$ cat src/rtl/snb_pkg.sv
package snb_pkg;

    typedef enum logic [2:0] {
        PH_CMD,
        PH_CFG,
        PH_WDATA,
        PH_IDLE,
        PH_READ,
        PH_IGNORE
    } phase_e;

    localparam logic [7:0] OP_MWRITE = 8'h08;
    localparam logic [7:0] OP_WCFG   = 8'h09;
    localparam logic [7:0] OP_MREAD  = 8'h0A;
    localparam logic [7:0] OP_FREAD  = 8'h0B;
    localparam logic [7:0] CFG_RESET = 8'h8F;

endpackage

$ cat src/rtl/snb_sync.sv
module snb_sync #(
    parameter int              W       = 1,
    parameter int              STAGES  = 2,
    parameter logic [W-1:0]    RST_VAL = '0
) (
    input  logic         clk,
    input  logic         rst_n,
    input  logic [W-1:0] async_i,
    output logic [W-1:0] sync_o
);

    logic [W-1:0] stage_q [STAGES];

    for (genvar g = 0; g < STAGES; g++) begin : g_stage
        if (g == 0) begin : g_first
            always_ff @(posedge clk or negedge rst_n) begin
                if (!rst_n) stage_q[g] <= RST_VAL;
                else        stage_q[g] <= async_i;
            end
        end else begin : g_next
            always_ff @(posedge clk or negedge rst_n) begin
                if (!rst_n) stage_q[g] <= RST_VAL;
                else        stage_q[g] <= stage_q[g-1];
            end
        end
    end

    assign sync_o = stage_q[STAGES-1];

endmodule

$ cat src/rtl/snb_strobe.sv
module snb_strobe #(
    parameter int CYCLES = 2,
    parameter int SETUP  = 0
) (
    input  logic clk,
    input  logic rst_n,
    input  logic start,
    output logic strobe_n,
    output logic last
);

    localparam int TOTAL = CYCLES + SETUP;
    localparam int CW    = $clog2(TOTAL + 1);

    logic [CW-1:0] cnt_d, cnt_q;

    always_comb begin
        cnt_d = cnt_q;
        if (start)               cnt_d = CW'(TOTAL);
        else if (cnt_q != '0)    cnt_d = cnt_q - 1'b1;
    end

    always_ff @(posedge clk or negedge rst_n) begin
        if (!rst_n) cnt_q <= '0;
        else        cnt_q <= cnt_d;
    end

    assign strobe_n = !((cnt_q != '0) && (cnt_q <= CW'(CYCLES)));
    assign last     = (cnt_q == CW'(1));

endmodule

$ cat src/rtl/spi_nand_bridge.sv
module spi_nand_bridge
    import snb_pkg::*;
#(
    parameter int SYNC_STAGES = 2,
    parameter int WE_CYCLES   = 2,
    parameter int RE_CYCLES   = 2,
    parameter int MULTI_IDLE  = 1,
    parameter int FAST_IDLE   = 4
) (
    input  logic       clk,
    input  logic       rst_n,
    input  logic       spi_cs_n,
    input  logic       spi_sck,
    input  logic       spi_di0,
    input  logic       spi_di1,
    output logic       spi_do,
    input  logic [7:0] nand_dq_in,
    output logic [7:0] nand_dq_out,
    output logic       nand_dq_oe,
    output logic       nand_ce_n,
    output logic       nand_cle,
    output logic       nand_ale,
    output logic       nand_we_n,
    output logic       nand_re_n,
    input  logic       nand_rb,
    output logic       fan_on,
    output logic [3:0] led_n
);

    localparam int IDLE_W   = $clog2(FAST_IDLE + 1);
    localparam int SYNC_W   = 5;
    localparam logic [2:0] LAST_SINGLE = 3'd7;
    localparam logic [2:0] LAST_DUAL   = 3'd3;

    typedef struct packed {
        phase_e            phase;
        logic [2:0]        bitc;
        logic [IDLE_W-1:0] idle;
        logic [7:0]        sh;
        logic [7:0]        tx;
        logic              sdo;
        logic [7:0]        cfg;
        logic [7:0]        dout;
        logic              sck_prev;
    } state_t;

    localparam state_t STATE_RESET = '{
        phase:    PH_CMD,
        bitc:     '0,
        idle:     '0,
        sh:       '0,
        tx:       '0,
        sdo:      1'b0,
        cfg:      CFG_RESET,
        dout:     '0,
        sck_prev: 1'b0
    };

    state_t st_d, st_q;

    logic [SYNC_W-1:0] sync_v;
    logic cs_s, sck_s, di0_s, di1_s, rb_s;
    logic we_go, re_go, re_last;
    logic rise, fall, dual, byte_done;
    logic [7:0] nxt_sh;

    snb_sync #(
        .W       (SYNC_W),
        .STAGES  (SYNC_STAGES),
        .RST_VAL (5'b00001)
    ) i_sync (
        .clk     (clk),
        .rst_n   (rst_n),
        .async_i ({nand_rb, spi_di1, spi_di0, spi_sck, spi_cs_n}),
        .sync_o  (sync_v)
    );

    assign {rb_s, di1_s, di0_s, sck_s, cs_s} = sync_v;

    snb_strobe #(.CYCLES(WE_CYCLES), .SETUP(1)) i_we (
        .clk      (clk),
        .rst_n    (rst_n),
        .start    (we_go),
        .strobe_n (nand_we_n),
        .last     ()
    );

    snb_strobe #(.CYCLES(RE_CYCLES), .SETUP(0)) i_re (
        .clk      (clk),
        .rst_n    (rst_n),
        .start    (re_go),
        .strobe_n (nand_re_n),
        .last     (re_last)
    );

    always_comb begin
        st_d      = st_q;
        we_go     = 1'b0;
        re_go     = 1'b0;
        rise      = sck_s & ~st_q.sck_prev;
        fall      = ~sck_s & st_q.sck_prev;
        dual      = (st_q.phase == PH_WDATA);
        nxt_sh    = dual ? {st_q.sh[5:0], di0_s, di1_s} : {st_q.sh[6:0], di0_s};
        byte_done = dual ? (st_q.bitc == LAST_DUAL) : (st_q.bitc == LAST_SINGLE);
        st_d.sck_prev = sck_s;

        if (re_last) st_d.tx = nand_dq_in;

        if (cs_s) begin
            st_d.phase = PH_CMD;
            st_d.bitc  = '0;
            st_d.sdo   = 1'b0;
        end else begin
            if (rise) begin
                st_d.sh   = nxt_sh;
                st_d.bitc = byte_done ? '0 : st_q.bitc + 1'b1;
                if (byte_done) begin
                    unique case (st_q.phase)
                        PH_CMD: begin
                            unique case (nxt_sh)
                                OP_MWRITE: st_d.phase = PH_WDATA;
                                OP_WCFG:   st_d.phase = PH_CFG;
                                OP_MREAD: begin
                                    st_d.phase = PH_IDLE;
                                    st_d.idle  = IDLE_W'(MULTI_IDLE - 1);
                                end
                                OP_FREAD: begin
                                    st_d.phase = PH_IDLE;
                                    st_d.idle  = IDLE_W'(FAST_IDLE - 1);
                                end
                                default:   st_d.phase = PH_IGNORE;
                            endcase
                        end
                        PH_CFG:   st_d.cfg = nxt_sh;
                        PH_WDATA: begin
                            st_d.dout = nxt_sh;
                            we_go     = 1'b1;
                        end
                        PH_IDLE: begin
                            if (st_q.idle == '0) begin
                                st_d.phase = PH_READ;
                                re_go      = 1'b1;
                            end else begin
                                st_d.idle = st_q.idle - 1'b1;
                            end
                        end
                        PH_READ:   re_go = 1'b1;
                        default:   ;
                    endcase
                end
            end
            if (fall) begin
                if (st_q.phase == PH_READ) begin
                    st_d.sdo = st_q.tx[7];
                    st_d.tx  = {st_q.tx[6:0], 1'b0};
                end else if (st_q.phase == PH_WDATA) begin
                    st_d.sdo = rb_s;
                end else begin
                    st_d.sdo = 1'b0;
                end
            end
        end
    end

    always_ff @(posedge clk or negedge rst_n) begin
        if (!rst_n) st_q <= STATE_RESET;
        else        st_q <= st_d;
    end

    assign spi_do      = st_q.sdo;
    assign nand_dq_out = st_q.dout;
    assign nand_dq_oe  = (st_q.phase == PH_WDATA) | ~nand_we_n;
    assign nand_ce_n   = st_q.cfg[7];
    assign nand_cle    = st_q.cfg[6];
    assign nand_ale    = st_q.cfg[5];
    assign fan_on      = st_q.cfg[4];
    assign led_n       = st_q.cfg[3:0];

endmodule

$ cat config.mk
export PLATFORM = sky130hd
export DESIGN_NAME = spi_nand_bridge
export DESIGN_NICKNAME = d
export VERILOG_FILES = /design/src/rtl/snb_pkg.sv /design/src/rtl/snb_sync.sv /design/src/rtl/snb_strobe.sv /design/src/rtl/spi_nand_bridge.sv
export SDC_FILE = /design/constraint.sdc
export NUM_CORES = 1
export LEC_CHECK = 0
export BUFFER_PORTS_ARGS = -buffer_cell sky130_fd_sc_hd__buf_4
export CAP_MARGIN = 20
export CORE_MARGIN = 4
export CORE_UTILIZATION = 30
export DETAILED_ROUTE_END_ITERATION = 8
export SYNTH_ARGS = -nofsm -noshare
export SYNTH_HDL_FRONTEND = slang
export SYNTH_SLANG_ARGS = --single-unit
$ cat constraint.sdc
create_clock -name clk -period 1.74 [get_ports clk]
set_input_delay 0.174 -clock clk [delete_from_list [all_inputs] [get_ports clk]]
set_output_delay 0.174 -clock clk [all_outputs]
set_load 0.02 [all_outputs]
; ---- After elaboration in Yosys (flattened, before gate mapping)
; Index checks and enable logic that the tools add are counted.
[op_classes]
reduce_logical = 21
magnitude_cmp = 2
addsub = 4
mux = 33
eq_ne = 14
bitwise = 6
[op_table]
columns = operator, n
row1 = $eq 8x4->1 const B, 4
row2 = $mux 8, 4
row3 = $pmux 3 s2, 3
row4 = $mux 17, 1
row5 = $reduce_bool 2->1, 8
row6 = $mux 3, 5
row7 = $mux 1, 12
row8 = $reduce_and 4->1, 3
row9 = $eq 3x2->1 const B, 3
row10 = $mux 9, 1
row11 = $pmux 3 s3, 1
row12 = $mux 2, 4
row13 = $eq 3x3->1 const B, 2
row14 = $logic_not 3->1, 2
row15 = $mux 6, 1
row16 = $reduce_and 6->1, 1
row17 = $le 2x2->1 const B, 2
row18 = $sub 2x1->2 const B, 2
row19 = $add 3x1->3 const B, 1
row20 = $eq 3x1->1 const B, 1
row21 = $ne 3x2->1 const B, 1
row22 = $ne 3x3->1 const B, 1
row23 = $not 1->1, 3
row24 = $reduce_bool 3->1, 1
row25 = other kinds (10), 13
[totals]
register_bits = 57
input_bits = 15
out_inout_bits = 20
word_cells = 93

; ---- Logic depth before layout (Yosys ltp)
; Gate-level depths: netlist (run 1).
[depth]
depth_word = 9
depth_mapped = 7
depth_no_buf = 7

; ---- Modules after synthesis
; From an unflattened synthesis (run 1), not the netlist that was laid out.
[hier_totals]
cells_unflattened = 246
hier_area_um2 = 2673.8
[by_module_without_submodules]
columns = module, seq_area_each_um2, instances, cells_per_inst, area_per_inst_um2
row1 = spi_nand_bridge, 1057.3, 1, 207, 2143.3
row2 = snb_sync, 252.7, 1, 15, 290.3
row3 = snb_strobe at i_we, 50.0, 1, 12, 121.4
row4 = snb_strobe at i_re, 50.0, 1, 12, 118.9

; ---- Worst setup path after synthesis (run 1)
; No wires, ideal clock.
[synth_timing]
path_type = reg-to-reg
start = reg st_q[42] in the netlist's numbering
end = reg st_q, in the netlist nand_dq_out[0]
setup_ns = 0.125
path_buffers = 2
arrival_time_ns = 1.752
period_less_slack_ns = 1.876
stages_incl_launch_ff = 8
t_required_ns = 1.615
setup_slack_ns = -0.136
path_cell_list = dfrtp_1 -> buf_2 -> nor3b_4 -> xor2_2 -> and3_1 -> buf_4 -> nand2_4 -> mux2_2
[synth_between]
elab_chain_len = 3
word_cells_on_any_way = 4
cone_classes = eq/ne (1) / mux (2) / reduce/logical (1)
[synth_lines]
columns = element, line
row1 = "start, declared", spi_nand_bridge.sv:59  ; state_t st_d, st_q;
row2 = "start signal, assigned", spi_nand_bridge.sv:167  ; else st_q <= st_d;
row3 = $eq 3x2->1 (*), "spi_nand_bridge.sv:102, spi_nand_bridge.sv:118"
row4 = $mux 1, spi_nand_bridge.sv:104  ; byte_done = dual ? (st_q.bitc == LAST_DUAL) : (st_q.bitc == LAST_SINGLE);
row5 = $reduce_and 4->1 (no line), --
; Mark *: on every way between the ends. The rest lies on a longest branch, timed or not.
; A chain may end at the register's enable or synchronous reset.

; ---- Final worst setup path (run 1)
[layout_timing]
start = reg st_q[40] in the netlist's numbering
end = reg st_q, in the netlist nand_dq_out[4]
; Same word-level chain as after synthesis.

==> results of run 1 <==
-- area by class of cell --
cell class	count	share of cell area, %
clock buffers	7	2.27
multi-input cells	150	33.2
clock inverters	1	0.893
repair buffers	67	15.7
flip-flops and latches	56	41.9
inverters	17	1.90
well taps	108	4.02
-- worst reg2reg max path, cell delays in order (launching register included) --
cell and delay [ns]:
sky130_fd_sc_hd__dfrtp_1 0.43, sky130_fd_sc_hd__nor3b_4 0.30, sky130_fd_sc_hd__xor2_2 0.20, sky130_fd_sc_hd__and3_4 0.22, sky130_fd_sc_hd__buf_4 0.15, sky130_fd_sc_hd__nand2_8 0.08, sky130_fd_sc_hd__mux2_2 0.27
-- sequential cells by signal, indices dropped and copies added (netlist names), 2 cells and up --
register	cells
nand_dq_out	8
i_we.cnt_q	2
led_n	4
i_sync.stage_q	5
st_q	25
i_sync.sync_o	5
i_re.cnt_q	2
-- kinds of logic after synthesis --
| kind of cell | count (synthesis) |
|---|---|
| xor gates and xnor gates | 3 |
| and+or+nand+nor | 72 |
| buffers and inverters | 37 |
| DFF | 56 |
| AOI/OAI and AO/OA | 37 |
| adders and majority gates | 6 |
| muxes | 32 |
-- where the power goes --
| group | total, mW | switching, mW | internal, mW |
|---|---|---|---|
| sequential | 1.46 | 0.0807 | 1.38 |
| combinational | 0.253 | 0.125 | 0.128 |
| clock | 0.830 | 0.399 | 0.431 |
| total | 2.55 | 0.605 | 1.94 |
-- layout by cell type, fill, tap and decap left out, types with 3 or more instances in the layout --
cell type	instances
sky130_fd_sc_hd__mux2_2	8
sky130_fd_sc_hd__nor2_1	24
sky130_fd_sc_hd__dfstp_2	7
sky130_fd_sc_hd__nor2b_1	3
sky130_fd_sc_hd__dlygate4sd3_1	6
sky130_fd_sc_hd__ha_1	6
sky130_fd_sc_hd__inv_1	17
sky130_fd_sc_hd__nand2b_1	6
sky130_fd_sc_hd__buf_6	3
sky130_fd_sc_hd__a21oi_1	21
sky130_fd_sc_hd__clkbuf_8	5
sky130_fd_sc_hd__dfrtp_1	48
sky130_fd_sc_hd__nand2_1	18
sky130_fd_sc_hd__mux2i_1	22
sky130_fd_sc_hd__nor3_1	3
sky130_fd_sc_hd__buf_4	58
-- repair_timing --
item	in CTS	in global routing
hold buffers	6	0
pin swaps	5	2
hold endpoints to repair	54	0
resized for setup	8	7
buffers inserted	4	3
endpoints found under the setup margin	13	24
-- final timing paths --
check / end / slack (ns)
setup / recovery: nand_dq_out[4] / -0.02
hold / removal: st_q[18] / 0.14
setup reg to reg: nand_dq_out[4] / -0.02
hold reg to reg: i_sync.sync_o[1] / 0.35
max in group asynchronous: st_q[42] / 0.82
min in group asynchronous: i_we.cnt_q[1] / 0.44
-- layer usage --
layer,GRT usage (%),part of all wire (%),vias to the layer above
met5,0,0,-
met4,5.15,2.3,0
met3,2.66,5.1,9
met2,17.7,49,36
met1,13.2,44,920
li1,-,-,921
-- through the flow --
step / setup slack (ns) / setup TNS [ns]
3_5_place_dp: -0.0177 / -0.0221
5_1_grt: -0.106 / -1.22
6_report: -0.0170 / -0.115
3_3_place_gp: 0.0155 / 0
2_1_floorplan: -0.0980 / -0.655
4_1_cts: -0.0249 / -0.174
==> results list, run 1 <==
- Placer congestion estimate: 0.802
* Clock sink count: 56
* Post-layout power: 2.55 mW
- VDD IR-drop max: 397 uV
* Signal arrival time at the worst endpoint: 1.95 ns
- Number of warnings printed during yosys synthesis: 0
* Fin Clk Skew: 0.00958 ns
- In the final layout, the multi-input gates occupy 1120 um^2.
- The final count of pins violating max slew came to 0.
- Final standard cell area without fillers: 3360 um^2
- Pre-antenna DRT Iters: 4
- CTS Root Cell: sky130_fd_sc_hd__clkbuf_8
* Reported leakage power: 1.54 nW
- Layout area overhead: 26.4%
- DIE HEIGHT: 102 um
* Post-DR wirelength/cell: 12.9 um
- Combinational family with the most area after synthesis: simple AND/OR/NAND/NOR gates
- Dominant cells by area after synthesis: sky130_fd_sc_hd__dfrtp_1 (46%), sky130_fd_sc_hd__mux2i_1 (8.3%), sky130_fd_sc_hd__dfstp_2 (6.9%)
* Least-Margin Pin Slew: 0.688 ns
- The worst pin sits at a relative slew slack of 54.2%.
- For this design the ratio of total power to cell area is 757 nW/um^2.
- In this run the mean area of a mapped cell was 11.0 um^2.
- Synth cell count leaders: sky130_fd_sc_hd__dfrtp_1 (49), sky130_fd_sc_hd__nor2_1 (24), sky130_fd_sc_hd__a21oi_1 (22), sky130_fd_sc_hd__mux2i_1 (22), sky130_fd_sc_hd__nand2_1 (18)
- Total inserted antenna cells: 0
* Initial drt markers: 72
- Setup repair after global routing could not meet its margin everywhere.
- Number of cells on the critical path: 6
* Total buffers and inverters traversed by the critical path: 1
* Crit path setup slack, layout: -0.0170 ns
- Status: complete, but fails checks
- Counting along the longest clock path gives a buffer depth of 2.
- Antenna violations before repair: 0
- Total cell area at the placement stage: 3080 um^2
- The via count of the first global-routing pass was 1953.
- Violated checks: negative setup slack
- For the worst flop-to-flop path, the logic depth is 6.
- Clock buffers created by TritonCTS: 5
* Final worst path period share: 101%
- At the end of the flow the core is filled with cells to 38.8%.
- The total overflow left after global routing is 0.
- The floorplan has 34 rows.
- The wire-length estimate of the detail-placed layout is 3.79 mm.
- Parity-gate share of the synthesized area counting xor and xnor cells: 1.27%
- Of the post-synthesis cell area, the dominant cell type holds 46.1%.
- R2r startpoint: st_q[40]
- In the post-synthesis netlist, the cell with the most instances is sky130_fd_sc_hd__dfrtp_1.
- Die X: 102 um
* Worst setup path startpoint: st_q[40]
- Final Hold Viols: 0
* Reported max-cap violation count: 0
* Worst-case hold slack: 0.145 ns
- Sequential elements use 53.0% of the synthesized area.
- The worst hold path belongs to the class in -> reg.
* Via density: 4.65
- Simple-gate portion of the synthesized area: 14.2%
- Initial standard-cell utilization of the core: 30.7%
- Slowest-stage cell, CP: sky130_fd_sc_hd__dfrtp_1
* Launching element type of the critical path: flop
* Hold-critical path depth: 3
- Summed instance area of the synthesized netlist: 2660 um^2
- In this design, the stage delay of the slowest critical-path cell is 0.43 ns.
* Routed Antenna Nets: 0
* Worst skew pair latency: 0.31 ns
* Total vias in the final route: 1886
- CP required: 1.94 ns
- Synthesized Nets: 264
- Post-synthesis mux area share: 12.8%
- sky130_fd_sc_hd__dfrtp_1 takes more of the synthesized area than any other cell.
- # port buffers: 34
- Complex-gate fraction of the synthesized area: 8.79%
- Adder-cell share of the synthesized area: 2.82%
- Inst Count DP: 385
- Async set-or-reset flop fraction in the synthesized netlist: 100%
* Clk slew on worst S/H paths: 0.10 ns
* Critical Path Fanout Max: 9
- Grouping stages by cell kind, the critical path spends the most delay in simple AND/OR/NAND/NOR gates.
- The signal on the critical path passes through nor3b_4, xor2_2, and3_4, buf_4, nand2_8, mux2_2.
- Share of final-layout standard cells stronger than drive strength 1: 33.6%
- Number of top-level design ports: 35
- Total DRC errors in the routed layout: 0
- The core region is 8680 um^2.
- Setup violations remaining at the end of the flow were counted as 9.
- Dominant register cell in the synthesized netlist: sky130_fd_sc_hd__dfrtp_1
* Worst hold path startpoint: nand_dq_in[0]
- WS Path Type: reg -> reg
- Leaving out filler cells and counting taps, the final layout contains 406.
- Count of fill cells added during filler insertion: 874
- Wire length of the first global-routing pass: 8.91 mm
* Final wirelength: 5.24 mm
* Final worst path period need: 1.76 ns
- Storage element area: 1410 um^2
- STA classifies the critical path endpoint as a flop.
* Count of cell types in the netlist: 46
- In the global route stage, overall resource usage came out at 10.7%.
- After synthesis the netlist holds a flip-flop and latch count of 56.
- CTS tree: yes
- Derived from the worst setup path, the maximum achievable clock frequency is 569 MHz.
- The H-tree was split into 2 levels.
* Number of enable-type register cells in the synthesized netlist: 0
* Cells after Synth: 243
* Number of nets in the final layout: 318
- Maximum number of pins on one net before global-route repair: 57
* Die footprint: 10400 um^2
No activity file was read; power rests on OpenSTA's default activity.
==> inputs of run 2 (changes only) <==
--- a/config.mk
+++ b/config.mk
@@ -7,9 +7,12 @@
 export LEC_CHECK = 0
 export BUFFER_PORTS_ARGS = -buffer_cell sky130_fd_sc_hd__buf_4
 export CAP_MARGIN = 20
+export CELL_PAD_IN_SITES_DETAIL_PLACEMENT = 0
+export CELL_PAD_IN_SITES_GLOBAL_PLACEMENT = 1
 export CORE_MARGIN = 4
 export CORE_UTILIZATION = 30
 export DETAILED_ROUTE_END_ITERATION = 8
+export PLACE_DENSITY_LB_ADDON = 0.1
 export SYNTH_ARGS = -nofsm -noshare
 export SYNTH_HDL_FRONTEND = slang
 export SYNTH_SLANG_ARGS = --single-unit
==> run 2 against run 1 <==
The flow now finishes without violations. Sequential share of layout area is 0.20 points lower. Register-to-register slack better by 0.04 ns. Clock skew is 0.0039 ns lower. Final cell count is 0.99% higher. Total power is 2.3% lower. Highest routed layer unchanged.
==> results list, run 2 (synthesized netlist as in run 1, its figures left out) <==
- Reg with most FFs: st_q
- The run finished with clean final reports.
- STA classifies the critical path startpoint as a flop.
* Worst-case hold slack: 0.111 ns
- Leading cell type in the layout, fill and taps excluded: sky130_fd_sc_hd__buf_4
- Top library cells by usage in the layout, fill and taps aside: sky130_fd_sc_hd__buf_4 (62), sky130_fd_sc_hd__dfrtp_1 (48), sky130_fd_sc_hd__nor2_1 (24), sky130_fd_sc_hd__mux2i_1 (22), sky130_fd_sc_hd__a21oi_1 (22)
* Overflow left after global routing: 0
* Number of global-route vias before repair: 1923
- The die covers 10400 um^2.
* Metal2 WL: 2.65 mm
- # port buffers: 34
- Final setup violation count: 0
- Final Slew Violations: 0
- For this design, the sink count on the clock tree is 56.
- CTS tree: yes
* Number of nets in the final layout: 322
* Final worst path period share: 98.8%
- The region available for standard cell placement spans 8680 um^2.
- Number of top-level design ports: 35
- Of the cells placed in the final design, the portion with a size suffix greater than 1 is 34.4%.
- Wires add up to 5.72 mm.
- Before antenna repair, the detailed router went through 5 iterations.
* Signal arrival time at the worst endpoint: 1.92 ns
* VDD IR-drop max: 344 uV
- The worst pin sits at a relative slew slack of 51.7%.
* Reported leakage power: 1.57 nW
- CP endpoint kind: flop
- RSZ-0062 raised after global routing: yes
- Hold Crit Class: in -> reg
- Final worst path period need: 1.72 ns
- Across the run, the number of max-cap violations was 0.
* Clock buffers created by TritonCTS: 5
* Pwr/cell area: 736 nW/um^2
* Maximum number of pins on one net before global-route repair: 57
- In this run the top signal layer used is met4.
* Post-DR wirelength/cell: 13.9 um
* Number of standard-cell rows in the floorplan: 34
- Critical Path Fanout Max: 10
* Total vias in the final route: 1880
* Total inserted antenna cells: 0
* Fin Clk Skew: 0.00571 ns
- Clk slew on worst S/H paths: 0.10 ns
- After routing, the total negative slack on setup checks comes to 0 ns.
- For this run, design rule violations remaining after detail routing come to 0.
- Initial standard-cell utilization of the core: 30.7%
- The first global-routing pass estimated 9.63 mm of wire.
- DIE HEIGHT: 102 um
* Worst skew pair latency: 0.31 ns
* Maximum level of the CTS H-tree: 2
- CTS Root Cell: sky130_fd_sc_hd__clkbuf_8
* Clock tree buffer depth: 2
* CP required: 1.94 ns
* Final Hold Viols: 0
- The register with the most flip-flops in the layout has 25 of them.
- Detail Route met3 WL: 192 um
- Antenna violations before repair: 0
* Placer congestion estimate: 0.828
- Count of fill cells added during filler insertion: 888
- For the pin with the worst max-slew slack, the measured transition is 0.725 ns.
- Initial drt markers: 40
* Die X: 102 um
- WS Path Type: reg -> reg
- In this run the remaining antenna-violating nets after routing total 0.
* Peak clock frequency supported by timing: 582 MHz
* Wl on met1: 2.79 mm
- The area growth from synthesis to layout is 27.0%.
* Detailed-placement wirelength estimate: 4.02 mm
- Gr usage total: 11.9%
- Using the TritonRoute via totals, the vias-per-cell ratio works out to 4.59.
-- run 2: cell count changes in the layout (fill, tap and decap cells not counted), sizes merged --
cell	before	now
clkinv	0	2
clkbuf	7	6
buf	61	65
bufinv	1	0
-- run 2: metal layers --
metal,track usage [%],vias to the layer above
met3,2.32,5
met4,4.14,0
met5,0,-
met1,16.4,918
li1,-,935
met2,18.6,22
-- run 2: final cells by class --
cell class              instances  area [um^2]  share of cell area [%]
flip-flops and latches         56         1410                    41.7
well taps                     108          135                    4.00
clock inverters                 2         10.0                   0.296
repair buffers                 71          568                    16.8
clock buffers                   6         82.6                    2.44
inverters                      17         63.8                    1.89
multi-input cells             150         1110                    32.8
-- run 2: stage by stage --
stage	instance area (um^2)	power [mW]	utilization, %	instances	setup WS (ns)
3_3_place_gp	3130	1.75	36.1	391	-0.0550
2_1_floorplan	2670	1.59	-	243	-0.0980
5_1_grt	3380	2.63	39.0	410	-0.0734
3_5_place_dp	3130	1.75	36.1	391	-0.0523
4_1_cts	3320	2.54	38.2	406	0.00754
6_report	3380	2.49	39.0	410	0.0203
-- run 2: power breakdown --
group	total, mW	switching [mW]	internal [mW]
combinational	0.281	0.140	0.141
sequential	1.46	0.0753	1.38
clock	0.750	0.430	0.319
total	2.49	0.646	1.84
-- run 2: worst paths after layout --
check | start | end | slack (ns) | cells past startpoint
max | st_q[40] | nand_dq_out[4] | 0.02 | 6
min | nand_dq_in[0] | st_q[18] | 0.11 | 3
max reg2reg | st_q[40] | nand_dq_out[4] | 0.02 | 6
min reg2reg | i_sync.stage_q[9] | i_sync.sync_o[4] | 0.35 | 0
max in group asynchronous | rst_n | st_q[42] | 0.79 | 2
min in group asynchronous | rst_n | st_q[20] | 0.45 | 2
-- run 2: what timing repair did --
action | CTS | global route
endpoints found under the hold margin | 54 | 0
gates resized for setup | 5 | 7
endpoints found under the setup margin | 18 | 21
hold buffers | 6 | 0
pin swaps | 4 | 6
setup buffers | 1 | 4
-- run 2: critical path, cell delays in order (launching register included) --
cell                      delay [ns]
sky130_fd_sc_hd__dfrtp_1        0.43
sky130_fd_sc_hd__nor3b_4        0.28
sky130_fd_sc_hd__xor2_2         0.20
sky130_fd_sc_hd__and3_4         0.23
sky130_fd_sc_hd__buf_6          0.12
sky130_fd_sc_hd__nand2_8        0.08
sky130_fd_sc_hd__mux2_2         0.28
